`src/rtl/dbt_pkg.sv`:
```
// Shared types and helpers for the DRAM bank timing guard.
// Assumes all timing parameters are positive picosecond values.
package dbt_pkg;

    typedef enum logic [2:0] {
        OP_ACT = 3'd0,
        OP_RD  = 3'd1,
        OP_WR  = 3'd2,
        OP_PRE = 3'd3,
        OP_REF = 3'd4
    } cmd_op_e;

    typedef enum logic [1:0] {
        BK_IDLE = 2'd0,
        BK_ACT  = 2'd1,
        BK_OPEN = 2'd2,
        BK_PRE  = 2'd3
    } bank_st_e;

    // Convert a picosecond limit to clocks, rounding up, never below one.
    function automatic int ps_to_clk(input int t_ps, input int clk_ps);
        int c;
        c = (t_ps + clk_ps - 1) / clk_ps;
        return (c < 1) ? 1 : c;
    endfunction

    function automatic int max2(input int a, input int b);
        return (a > b) ? a : b;
    endfunction

endpackage

```
`src/rtl/dbt_bank.sv`:
```
// One bank's state machine and spacing counters.
// Assumes the top only raises a *_go strobe for commands it judged legal
// from this bank's *_ok outputs; every limit is at least one clock.
module dbt_bank
    import dbt_pkg::*;
#(
    parameter int RCD_CLK   = 4,
    parameter int RP_CLK    = 4,
    parameter int RAS_CLK   = 11,
    parameter int RC_CLK    = 16,
    parameter int BURST_CLK = 4
) (
    input  logic clk,
    input  logic rst_n,
    input  logic act_go,
    input  logic col_go,
    input  logic col_ap,
    input  logic pre_go,
    output logic act_ok,
    output logic col_ok,
    output logic pre_ok,
    output logic idle_rdy,
    output logic row_open
);
    localparam int MAXC = max2(max2(RCD_CLK, RP_CLK), max2(max2(RAS_CLK, RC_CLK), BURST_CLK));
    localparam int CW   = $clog2(MAXC + 1);

    bank_st_e        st;
    logic [CW-1:0]   rcd_cnt, rp_cnt, ras_cnt, rc_cnt, ap_cnt;
    logic            ap_pend;

    // Derive legality of each command class from state and counters.
    always_comb begin
        row_open = (st == BK_ACT) || (st == BK_OPEN);
        idle_rdy = (st == BK_IDLE) || ((st == BK_PRE) && (rp_cnt == '0));
        act_ok   = idle_rdy && (rc_cnt == '0);
        col_ok   = row_open && (rcd_cnt == '0) && !ap_pend;
        pre_ok   = !row_open || ((ras_cnt == '0) && !ap_pend);
    end

    // Advance counters and state; accepted commands override aging.
    always_ff @(posedge clk) begin
        if (!rst_n) begin
            st      <= BK_IDLE;
            rcd_cnt <= '0;
            rp_cnt  <= '0;
            ras_cnt <= '0;
            rc_cnt  <= '0;
            ap_cnt  <= '0;
            ap_pend <= 1'b0;
        end else begin
            if (rcd_cnt != '0) rcd_cnt <= rcd_cnt - 1'b1;
            if (rp_cnt  != '0) rp_cnt  <= rp_cnt  - 1'b1;
            if (ras_cnt != '0) ras_cnt <= ras_cnt - 1'b1;
            if (rc_cnt  != '0) rc_cnt  <= rc_cnt  - 1'b1;
            if (ap_cnt  != '0) ap_cnt  <= ap_cnt  - 1'b1;

            if ((st == BK_ACT) && (rcd_cnt == '0)) st <= BK_OPEN;
            if ((st == BK_PRE) && (rp_cnt == '0))  st <= BK_IDLE;
            if (ap_pend && (ap_cnt == '0) && (ras_cnt == '0)) begin
                st      <= BK_PRE;
                rp_cnt  <= CW'(RP_CLK - 1);
                ap_pend <= 1'b0;
            end

            if (act_go) begin
                st      <= BK_ACT;
                rcd_cnt <= CW'(RCD_CLK - 1);
                ras_cnt <= CW'(RAS_CLK - 1);
                rc_cnt  <= CW'(RC_CLK - 1);
            end else if (col_go && col_ap) begin
                ap_pend <= 1'b1;
                ap_cnt  <= CW'(BURST_CLK - 1);
            end else if (pre_go && row_open) begin
                st     <= BK_PRE;
                rp_cnt <= CW'(RP_CLK - 1);
            end
        end
    end

    // an accepted activate leaves the row open on the next cycle.
    a_r3_act_opens: assert property (@(posedge clk) disable iff (!rst_n)
        act_go |=> row_open);
    // an accepted precharge of an open row closes it.
    a_r5_pre_shuts: assert property (@(posedge clk) disable iff (!rst_n)
        (pre_go && row_open) |=> !row_open);
    // auto-precharge cannot close the row before active time is met.
    a_r6_ap_waits_ras: assert property (@(posedge clk) disable iff (!rst_n)
        (ap_pend && (ras_cnt != '0)) |=> row_open);

endmodule

```
`src/rtl/dbt_refresh.sv`:
```
// Refresh interval timer with a sticky request.
// Assumes REFI_CLK >= 2 so the halved interval is at least one clock.
module dbt_refresh #(
    parameter int REFI_CLK = 2080
) (
    input  logic clk,
    input  logic rst_n,
    input  logic temp_hi,
    input  logic ref_go,
    output logic ref_req
);
    localparam int CW = $clog2(REFI_CLK + 1);

    logic [CW-1:0] cnt;
    logic [CW-1:0] limit;
    logic [CW:0]   cnt_nx;

    // Pick the interval for the current temperature range.
    always_comb begin
        limit  = temp_hi ? CW'(REFI_CLK / 2) : CW'(REFI_CLK);
        cnt_nx = {1'b0, cnt} + 1'b1;
    end

    // Count clocks since the last refresh; hold the request until served.
    always_ff @(posedge clk) begin
        if (!rst_n) begin
            cnt     <= '0;
            ref_req <= 1'b0;
        end else if (ref_go) begin
            cnt     <= '0;
            ref_req <= 1'b0;
        end else begin
            if (cnt != CW'(REFI_CLK)) cnt <= cnt + 1'b1;
            if (cnt_nx >= {1'b0, limit}) ref_req <= 1'b1;
        end
    end

    // an accepted refresh drops the request.
    a_r10_ref_clears: assert property (@(posedge clk) disable iff (!rst_n)
        ref_go |=> !ref_req);
    // the request stays up until a refresh is accepted.
    a_r11_req_sticky: assert property (@(posedge clk) disable iff (!rst_n)
        (ref_req && !ref_go) |=> ref_req);
    // when hot and past the halved interval, the request is raised.
    a_r12_hot_limit: assert property (@(posedge clk) disable iff (!rst_n)
        (temp_hi && !ref_go && (cnt >= CW'(REFI_CLK / 2))) |=> ref_req);

endmodule

```
`src/rtl/dram_bank_timing_guard.sv`:
```
// Judges DRAM commands against per-bank spacing limits and refresh rules.
// Assumes one command per clock; verdicts appear one clock after the command.
module dram_bank_timing_guard
    import dbt_pkg::*;
#(
    parameter int NUM_BANKS = 8,
    parameter int CLK_PS    = 3750,
    parameter int T_RCD_PS  = 12000,
    parameter int T_RP_PS   = 12000,
    parameter int T_RAS_PS  = 40000,
    parameter int T_RC_PS   = 57000,
    parameter int T_REFI_PS = 7800000,
    parameter int BURST_CLK = 4,
    localparam int BW       = $clog2(NUM_BANKS)
) (
    input  logic                 clk,
    input  logic                 rst_n,
    input  logic                 cmd_valid,
    input  logic [2:0]           cmd_op,
    input  logic [BW-1:0]        cmd_bank,
    input  logic                 cmd_ap,
    input  logic                 temp_hi,
    output logic                 rsp_valid,
    output logic                 rsp_legal,
    output logic [NUM_BANKS-1:0] bank_open,
    output logic                 ref_req
);
    localparam int RCD_CLK  = ps_to_clk(T_RCD_PS, CLK_PS);
    localparam int RP_CLK   = ps_to_clk(T_RP_PS, CLK_PS);
    localparam int RAS_CLK  = ps_to_clk(T_RAS_PS, CLK_PS);
    localparam int RC_CLK   = ps_to_clk(T_RC_PS, CLK_PS);
    localparam int REFI_CLK = ps_to_clk(T_REFI_PS, CLK_PS);

    cmd_op_e              op;
    logic [NUM_BANKS-1:0] act_ok, col_ok, pre_ok, idle_rdy;
    logic [NUM_BANKS-1:0] act_go, col_go, pre_go;
    logic                 legal, go, ref_go;

    // Select the verdict for the presented command.
    always_comb begin
        op = cmd_op_e'(cmd_op);
        case (op)
            OP_ACT:  legal = act_ok[cmd_bank];
            OP_RD,
            OP_WR:   legal = col_ok[cmd_bank];
            OP_PRE:  legal = pre_ok[cmd_bank];
            OP_REF:  legal = &idle_rdy;
            default: legal = 1'b0;
        endcase
        go     = cmd_valid && legal;
        ref_go = go && (op == OP_REF);
    end

    generate
        for (genvar b = 0; b < NUM_BANKS; b++) begin : g_bank
            // Route accepted commands to the addressed bank only.
            always_comb begin
                act_go[b] = go && (cmd_bank == BW'(b)) && (op == OP_ACT);
                col_go[b] = go && (cmd_bank == BW'(b)) && ((op == OP_RD) || (op == OP_WR));
                pre_go[b] = go && (cmd_bank == BW'(b)) && (op == OP_PRE);
            end

            dbt_bank #(
                .RCD_CLK  (RCD_CLK),
                .RP_CLK   (RP_CLK),
                .RAS_CLK  (RAS_CLK),
                .RC_CLK   (RC_CLK),
                .BURST_CLK(BURST_CLK)
            ) i_bank (
                .clk     (clk),
                .rst_n   (rst_n),
                .act_go  (act_go[b]),
                .col_go  (col_go[b]),
                .col_ap  (cmd_ap),
                .pre_go  (pre_go[b]),
                .act_ok  (act_ok[b]),
                .col_ok  (col_ok[b]),
                .pre_ok  (pre_ok[b]),
                .idle_rdy(idle_rdy[b]),
                .row_open(bank_open[b])
            );
        end
    endgenerate

    dbt_refresh #(.REFI_CLK(REFI_CLK)) i_refresh (
        .clk    (clk),
        .rst_n  (rst_n),
        .temp_hi(temp_hi),
        .ref_go (ref_go),
        .ref_req(ref_req)
    );

    // Register the verdict for each presented command.
    always_ff @(posedge clk) begin
        if (!rst_n) begin
            rsp_valid <= 1'b0;
            rsp_legal <= 1'b0;
        end else begin
            rsp_valid <= cmd_valid;
            rsp_legal <= go;
        end
    end

    // every presented command gets exactly one verdict next cycle.
    a_r4_rsp_follows: assert property (@(posedge clk) disable iff (!rst_n)
        cmd_valid |=> rsp_valid);
    a_r4_no_spurious_rsp: assert property (@(posedge clk) disable iff (!rst_n)
        !cmd_valid |=> !rsp_valid);
    // an accepted command reaches at most one bank.
    a_r9_one_bank: assert property (@(posedge clk) disable iff (!rst_n)
        $onehot0(act_go | col_go | pre_go));

endmodule

```
`config.mk`:
```
export PLATFORM = sky130hd
export DESIGN_NAME = dram_bank_timing_guard
export DESIGN_NICKNAME = d
export VERILOG_FILES = /design/src/rtl/dbt_pkg.sv /design/src/rtl/dbt_bank.sv /design/src/rtl/dbt_refresh.sv /design/src/rtl/dram_bank_timing_guard.sv
export SDC_FILE = /design/constraint.sdc
export NUM_CORES = 1
export LEC_CHECK = 0
export ABC_CLOCK_PERIOD_IN_PS = 3300
export BUFFER_PORTS_ARGS = -buffer_cell sky130_fd_sc_hd__buf_2
export CAP_MARGIN = 40
export CORE_MARGIN = 2
export CORE_UTILIZATION = 51
export CTS_BUF_LIST = sky130_fd_sc_hd__clkbuf_2
export DETAILED_ROUTE_END_ITERATION = 10
export PLACE_DENSITY_LB_ADDON = 0.08
export SLEW_MARGIN = 20
export SYNTH_ARGS = -nofsm -noshare
export SYNTH_HDL_FRONTEND = slang
export SYNTH_HIERARCHICAL = 1
export SYNTH_SLANG_ARGS = --single-unit
```
`constraint.sdc`:
```
create_clock -name clk -period 3.3 [get_ports clk]
set_input_delay 0 -clock clk [delete_from_list [all_inputs] [get_ports clk]]
set_output_delay 0 -clock clk [all_outputs]
set_load 0.005 [all_outputs]
```
# ---- Word-level counts from Yosys, hierarchy flattened
# Cells that the tools add are included.
dict set report op_classes {
  n_addsub 42
  magnitude_cmp 2
  n_eq_ne 36
  mux 192
  n_bitwise 1
  n_reduce_logical 280
}
# cell count
set op_table {}
lappend op_table {{5-bit two-way mux} 64}
lappend op_table {{5-bit logical NOT} 40}
lappend op_table {{5-bit nonzero test} 40}
lappend op_table {{5-bit by 1-bit subtractor with 5-bit output (second input constant)} 40}
lappend op_table {{4-bit two-way mux} 32}
lappend op_table {{1-bit logical AND} 114}
lappend op_table {{2-bit two-way mux} 56}
lappend op_table {{2-bit nonzero test} 24}
lappend op_table {{1-bit two-way mux} 35}
lappend op_table {{2-bit == test (second input constant)} 16}
lappend op_table {{1-bit logical OR} 25}
lappend op_table {{2-bit OR reduction} 10}
lappend op_table {{2-bit by 1-bit == test with 1-bit output (second input constant)} 8}
lappend op_table {{1-bit logical NOT} 16}
lappend op_table {{2-bit logical NOT} 8}
lappend op_table {{3-bit == test (second input constant)} 5}
lappend op_table {{12-bit by 1-bit adder with 13-bit output (second input constant)} 1}
lappend op_table {{13-bit by 12-bit greater-or-equal comparator with 1-bit output} 1}
lappend op_table {{12-bit by 1-bit adder with 12-bit output (second input constant)} 1}
lappend op_table {{3-bit by 2-bit == test with 1-bit output (second input constant)} 4}
lappend op_table {{12-bit two-way mux} 1}
lappend op_table {{12-bit inequality test (second input constant)} 1}
lappend op_table {{1-bit binary-select mux with 3-bit select} 3}
lappend op_table {{8-bit AND reduction} 1}
lappend op_table {{other kinds (5)} 7}
dict set report word_totals {
  ff_bits 239
  inputBits 11
  out_inout_bits 11
  word_cells 645
}

# ---- Logic depth before layout (Yosys ltp)
dict set report depth {
  word_depth 14
  ltp_mapped 16
  depth_no_buf 15
}

# ---- Hierarchy
# The synthesis kept the hierarchy.
# module n_inst cells_each area_each_um2 seq_area_each_um2
set modules_own_cells {}
lappend modules_own_cells {dbt_bank 8 165 1405.1 560.5}
lappend modules_own_cells {dbt_refresh 1 86 742.0 260.2}
lappend modules_own_cells {dram_bank_timing_guard 1 81 599.3 40.0}

# ---- Worst setup path after synthesis
# Ideal clock, no wire load.
dict set report synth_path {
  kind {reg2reg}
  start {register g_bank[7].i_bank.rp_cnt[0]}
  end {register g_bank[1].i_bank.rcd_cnt[3]}
  setup_ns 0.115
  arrival_time_ns 3.253
  t_required_ns 3.185
  slack_ns -0.067
  stages_incl_launch_ff 16
  n_path_buf 1
  synth_period_minus_slack_ns 3.367
  cell_sequence {dfxtp_1 inv_1 ha_1 nor4b_2 nand2_1 nand2b_1 and2_1 mux2i_1 a21o_1 a2111oi_2 nor4_4 nor4_1 clkbuf_1 nor2_1 nand2_1 nor2_1}
}
dict set report synth_between {
  elab_chain_cells 11
  word_cells_on_any_way 12
  cone_classes {mux: 3; reduce/logical: 9}
}
# item line
set synth_lines {}
lappend synth_lines {{start, declared} dbt_bank.sv:29} ;# logic [CW-1:0] rcd_cnt, rp_cnt, ras_cnt, rc_cnt, ap_cnt;
lappend synth_lines {{start signal, assigned} dbt_bank.sv:53} ;# if (rp_cnt != '0) rp_cnt <= rp_cnt - 1'b1;
lappend synth_lines {{start signal, assigned} dbt_bank.sv:62} ;# rp_cnt <= CW'(RP_CLK - 1);
lappend synth_lines {{start signal, assigned} dbt_bank.sv:76} ;# rp_cnt <= CW'(RP_CLK - 1);
lappend synth_lines {{5-bit logical NOT} dbt_bank.sv:35} ;# idle_rdy = (st == BK_IDLE) || ((st == BK_PRE) && (rp_cnt == '0));
lappend synth_lines {{1-bit logical AND} dbt_bank.sv:35}
lappend synth_lines {{1-bit logical OR} dbt_bank.sv:35}
lappend synth_lines {{net idle_rdy[7]} dram_bank_timing_guard.sv:35} ;# logic [NUM_BANKS-1:0] act_ok, col_ok, pre_ok, idle_rdy;
lappend synth_lines {{1-bit logical AND} dbt_bank.sv:36} ;# act_ok = idle_rdy && (rc_cnt == '0);
lappend synth_lines {{net act_ok[7]} dram_bank_timing_guard.sv:35}
lappend synth_lines {{1-bit binary-select mux with 3-bit select} dram_bank_timing_guard.sv:43} ;# OP_ACT: legal = act_ok[cmd_bank];
lappend synth_lines {{1-bit two-way mux (not written as such)} dram_bank_timing_guard.sv:43}
lappend synth_lines {{1-bit one-hot mux with 4 select lines} dram_bank_timing_guard.sv:42} ;# case (op)
lappend synth_lines {{1-bit logical AND} dram_bank_timing_guard.sv:50} ;# go = cmd_valid && legal;
lappend synth_lines {{1-bit logical AND (2 in series)} dram_bank_timing_guard.sv:58} ;# act_go[b] = go && (cmd_bank == BW'(b)) && (op == OP_ACT);
lappend synth_lines {{net act_go[1]} dram_bank_timing_guard.sv:36} ;# logic [NUM_BANKS-1:0] act_go, col_go, pre_go;
lappend synth_lines {{2-bit OR reduction (no line)} --}
lappend synth_lines {{end signal, assigned} dbt_bank.sv:52} ;# if (rcd_cnt != '0) rcd_cnt <= rcd_cnt - 1'b1;
lappend synth_lines {{end signal, assigned} dbt_bank.sv:68} ;# rcd_cnt <= CW'(RCD_CLK - 1);
lappend synth_lines {{end, declared} dbt_bank.sv:29}
# The timed path passes the listed nets, and every way through them passes these cells. The select of a mux whose other input is x is not followed.
# A chain may end at the register's enable or synchronous reset.

# ---- Final worst setup path
dict set report layout_path {
  start {register g_bank[4].i_bank.st[0]}
  end {register g_bank[2].i_bank.ap_cnt[4]}
}
dict set report layout_between {
  word_cells_on_any_way 27
  cone_classes {eq/ne: 3; mux: 9; reduce/logical: 15}
}
# item line
set layout_rtl {}
lappend layout_rtl {{start, declared} dbt_bank.sv:28} ;# bank_st_e st;
lappend layout_rtl {{start signal, assigned} dbt_bank.sv:44} ;# st <= BK_IDLE;
lappend layout_rtl {{start signal, assigned} dbt_bank.sv:58} ;# if ((st == BK_ACT) && (rcd_cnt == '0)) st <= BK_OPEN;
lappend layout_rtl {{start signal, assigned} dbt_bank.sv:59} ;# if ((st == BK_PRE) && (rp_cnt == '0)) st <= BK_IDLE;
lappend layout_rtl {{2-bit by 1-bit == test with 1-bit output / 2-bit == test (equally long branches)} dbt_bank.sv:34} ;# row_open = (st == BK_ACT) || (st == BK_OPEN);
lappend layout_rtl {{1-bit logical OR *} dbt_bank.sv:34}
lappend layout_rtl {{1-bit logical AND * (2 in series)} dbt_bank.sv:37} ;# col_ok = row_open && (rcd_cnt == '0) && !ap_pend;
lappend layout_rtl {{net col_ok[4]} dram_bank_timing_guard.sv:35}
lappend layout_rtl {{1-bit binary-select mux with 3-bit select *} dram_bank_timing_guard.sv:45} ;# OP_WR: legal = col_ok[cmd_bank];
lappend layout_rtl {{1-bit two-way mux (not written as such) *} dram_bank_timing_guard.sv:45}
lappend layout_rtl {{1-bit one-hot mux with 4 select lines *} dram_bank_timing_guard.sv:42}
lappend layout_rtl {{1-bit logical AND *} dram_bank_timing_guard.sv:50}
lappend layout_rtl {{1-bit logical AND * (2 in series)} dram_bank_timing_guard.sv:58}
lappend layout_rtl {{net act_go[2]} dram_bank_timing_guard.sv:36}
lappend layout_rtl {{5-bit two-way mux *} dbt_bank.sv:66} ;# if (act_go) begin
lappend layout_rtl {{end signal, assigned} dbt_bank.sv:56} ;# if (ap_cnt != '0) ap_cnt <= ap_cnt - 1'b1;
lappend layout_rtl {{end signal, assigned} dbt_bank.sv:73} ;# ap_cnt <= CW'(BURST_CLK - 1);
lappend layout_rtl {{end, declared} dbt_bank.sv:29}
# Mark *: on every way through the listed nets, which the timed path passes. The rest lies on a longest branch. The select of a mux whose other input is x is not followed.

==> results.py <==
metrics = {
    "pwr": {
        "clock_power_share_pct": 14.8,
        "switchingPower_mw": 5.86,
        "p_int_mw": 8.88,
        "p_seq_share_pct": 33.7,
        "ir_worst_vdd_mv": 0.509,
        "p_leak_nw": 6.48,
        "combinationalPowerShare_pct": 51.5,
        "sw_frac_of_total_pct": 39.8,
        "powerDensity_nw_per_um2": 969,
    },
    "yosys": {
        "synth_cell_type_count": 51,
        "syn_avg_cell_area_um2": 8.46,
        "synth_area_um2": 12600,
        "ys_warn_count": 6,
        "synth_seq_area_share_pct": 38.0,
        "synth-seq-cells": 239,
        "syn_nets": 1592,
        "syn_inst": 1487,
        "synth_ff_type": "dfxtp_1",
        "synthArstFlopShare_pct": 0,
        "synth-edff-count": 0,
    },
    "sta": {
        "rsz0062_at_grt": "yes",
        "worstMarginPinSlew_ns": 0.650,
        "report.final.slew_viol_count": 0,
        "post-route-min-period_ns": 3.25,
        "hold_viol_final": 0,
        "slew_headroom_pct": 56.6,
        "setup_viol": 0,
        "fin_worst_skew_ns": 0.0738,
        "period_share_pct": 98.4,
        "finalSetupTns_ns": 0,
        "fmax_ghz": 0.308,
    },
    "route": {
        "drc_errors": 0,
        "first_iter_violations": 586,
        "drt-pass1-iter-count": 5,
        "ant_nets": 0,
        "finalWirelength_um": 28300,
        "vias_per_cell": 5.24,
        "avgRoutedWirePerCell_um": 13.7,
        "vias": 10800,
    },
    "layout": {
        "most-common-layout-cells": "dfxtp_1, nor2_1, buf_4",
        "area.growth.synth_to_final_pct": 21.0,
        "fin_nets": 1793,
        "drive_above_1_share_pct": 23.7,
        "seq_area_um2": 4800,
        "layout_commonest_cell": "dfxtp_1",
        "nFillCells": 2169,
        "finish.utilization_pct": 62.8,
        "multi_input_area_um2": 7540,
    },
    "worst_setup_path": {
        "path_buf_inv": 3,
        "worstPathRequired_ns": 3.99,
        "path_delay_family": "simple AND/OR/NAND/NOR gates",
        "worstSetupEndpointType": "register",
        "startpoint": "g_bank[4].i_bank/st[0]",
        "worstPathCellList": "inv_1, ha_1, nor3b_1, mux4_2, mux2i_1, nor3_1, buf_4, nor4_4, buf_6, nor3_2, or2_2, and4_1",
        "critPathLaunchType": "register",
        "critPathSlowestCell": "mux4_2",
        "criticalPathCategory": "reg2reg",
        "reg2reg_from": "g_bank[4].i_bank/st[0]",
        "critPathMaxFanout": 11,
        "cpPeakStageDelay_ns": 0.47,
        "crit_arrival_ns": 3.94,
    },
    "placed_design": {
        "io_buffers": 21,
        "gp_congestion": 0.823,
        "hpwlAfterDp_um": 19700,
    },
    "floorplanning": {
        "core_um2": 24200,
        "rows": 57,
        "ios": 22,
        "die_h_um": 161,
        "start_util_pct": 51.9,
        "die_w_um": 161,
        "fp.dieArea_um2": 25900,
    },
    "clocking": {
        "root_buffer": "clkbuf_2",
        "clock_sinks": 239,
        "h-tree-depth": 3,
        "clk_latency_ns": 0.82,
        "tritoncts": "done",
        "cts.clk_slew.worst_paths_ns": 0.11,
        "numCtsBuffers": 68,
        "clockBufferDepth": 3,
    },
    "run_status": {
        "outcome": "finished, final reports clean",
    },
    "flow_run": {
        "drv_cap": 0,
    },
    "global_routing": {
        "grt_usage_pct": 21.5,
        "grt.overflow.total": 0,
        "antenna_found_initial": 1,
        "grt_max_degree": 45,
        "grt_pass1_wl_um": 46800,
        "grt_pass1_vias": 10100,
    },
    "min_path": {
        "hold_path.class": "in2reg",
        "min-delay-start": "cmd_op[2]",
    },
}
==> layer usage <==
| layer | track usage (%) | wire length [µm] | share of wire, % | vias up |
|---|---|---|---|---|
| met3 | 3.90 | 978 | 3.5 | 51 |
| met4 | 7.26 | 612 | 2.2 | 0 |
| met2 | 35.9 | 13100 | 46 | 150 |
| met1 | 28.3 | 13500 | 48 | 5081 |
| met5 | 0 | 0 | 0 | - |
| li1 | - | - | - | 5506 |
==> path summary, 6_finish.rpt <==
check                               endpoint  slack, ns  cells after the start
setup / recovery  g_bank[2].i_bank/ap_cnt[4]       0.05                     12
hold / removal                     rsp_legal       0.22                      7
setup reg to reg  g_bank[2].i_bank/ap_cnt[4]       0.05                     12
hold reg to reg   g_bank[0].i_bank/rp_cnt[4]       0.45                      2
==> synth_stat cells, types with 10 or more instances <==
cell type  number  area [µm²]
dfxtp_1       239        4780
nor2_1        208         781
nand2_1       125         469
inv_1         117         439
nor3_1         95         475
ha_1           94        1180
xnor2_1        87         762
a21oi_1        75         375
o21a_1         40         300
o21ai_0        36         180
clkbuf_1       33         124
xor2_1         30         263
nand3_1        25         125
or4b_1         25         250
a31oi_1        24         150
or3_1          24         150
a211oi_1       18         135
nand2b_1       18         113
nor4b_1        17         149
nor3b_1        13        97.6
and2_1         11        68.8
and4_1         10        87.6
buf_2          10        50.1
==> sequential cells by signal, indices dropped and copies added (netlist names) <==
| register | count |
|---|---|
| g_bank.i_bank/ap_cnt | 40 |
| g_bank.i_bank/rp_cnt | 40 |
| rsp_legal | 1 |
| g_bank.i_bank/st | 16 |
| g_bank.i_bank/ap_pend | 8 |
| g_bank.i_bank/ras_cnt | 40 |
| g_bank.i_bank/rc_cnt | 40 |
| i_refresh/ref_req | 1 |
| i_refresh/cnt | 12 |
| rsp_valid | 1 |
| g_bank.i_bank/rcd_cnt | 40 |
==> per-stage QoR <==
stage                     cells  hold WS [ns]  total power, mW  cell area (µm²)  setup slack [ns]
after floorplan            1487         0.144             10.4            12600            0.0417
after global placement     1920         0.340             12.2            14000           -0.0985
after detailed placement   1920         0.314             12.3            14000            -0.101
after CTS                  2052       0.00378             14.7            14800           -0.0220
after global routing       2059         0.149             16.2            15200           -0.0761
final                      2059         0.216             14.7            15200            0.0514
==> timing repair <==
item | 4_1_cts | 5_1_grt
resized for setup | 11 | 105
pin swaps | 1 | 11
endpoints found under the hold margin | 205 | 0
cloned | 0 | 2
buffers inserted | 0 | 4
setup endpoints to repair | 66 | 206
hold buffers | 16 | 0
==> layout make-up <==
type	count	share of cell area, %
flip-flops and latches	239	31.5
clock buffers	98	3.22
diodes	1	0.0164
well taps	324	2.66
repair buffers	180	9.11
multi-input cells	1074	49.6
clock inverters	18	0.806
inverters	125	3.08
==> worst register-to-register path, cell delays in order, from the launching register on <==
cell and delay (ns):
dfxtp_1 0.41, inv_1 0.07, ha_1 0.37, nor3b_1 0.18, mux4_2 0.47, mux2i_1 0.15
nor3_1 0.07, buf_4 0.14, nor4_4 0.40, buf_6 0.22, nor3_2 0.08, or2_2 0.39
and4_1 0.22
==> power groups by stage <==
stage               Sequential [mW]  Clock, mW  Combinational [mW]
CTS                            4.94       2.28                7.47
finish                         4.97       2.18                7.59
global placement               4.96          0                7.20
detailed placement             4.98          0                7.34
floorplan                      4.81          0                5.61
global route                   5.13       2.44                8.67
==> cells by family (layout without fill, tap and decap cells) <==
logic type	after synthesis	after routing	synth area share (%)
AOI/OAI and AO/OA	224	224	11.5
xor gates and xnor gates	117	117	8.14
adders and majority gates	94	94	9.35
buffers and inverters	174	421	5.53
DFF	239	239	38.0
muxes	9	9	1.01
other	0	1	0
and+or+nand+nor	630	630	26.4
(Power assumes the default switching activity.)
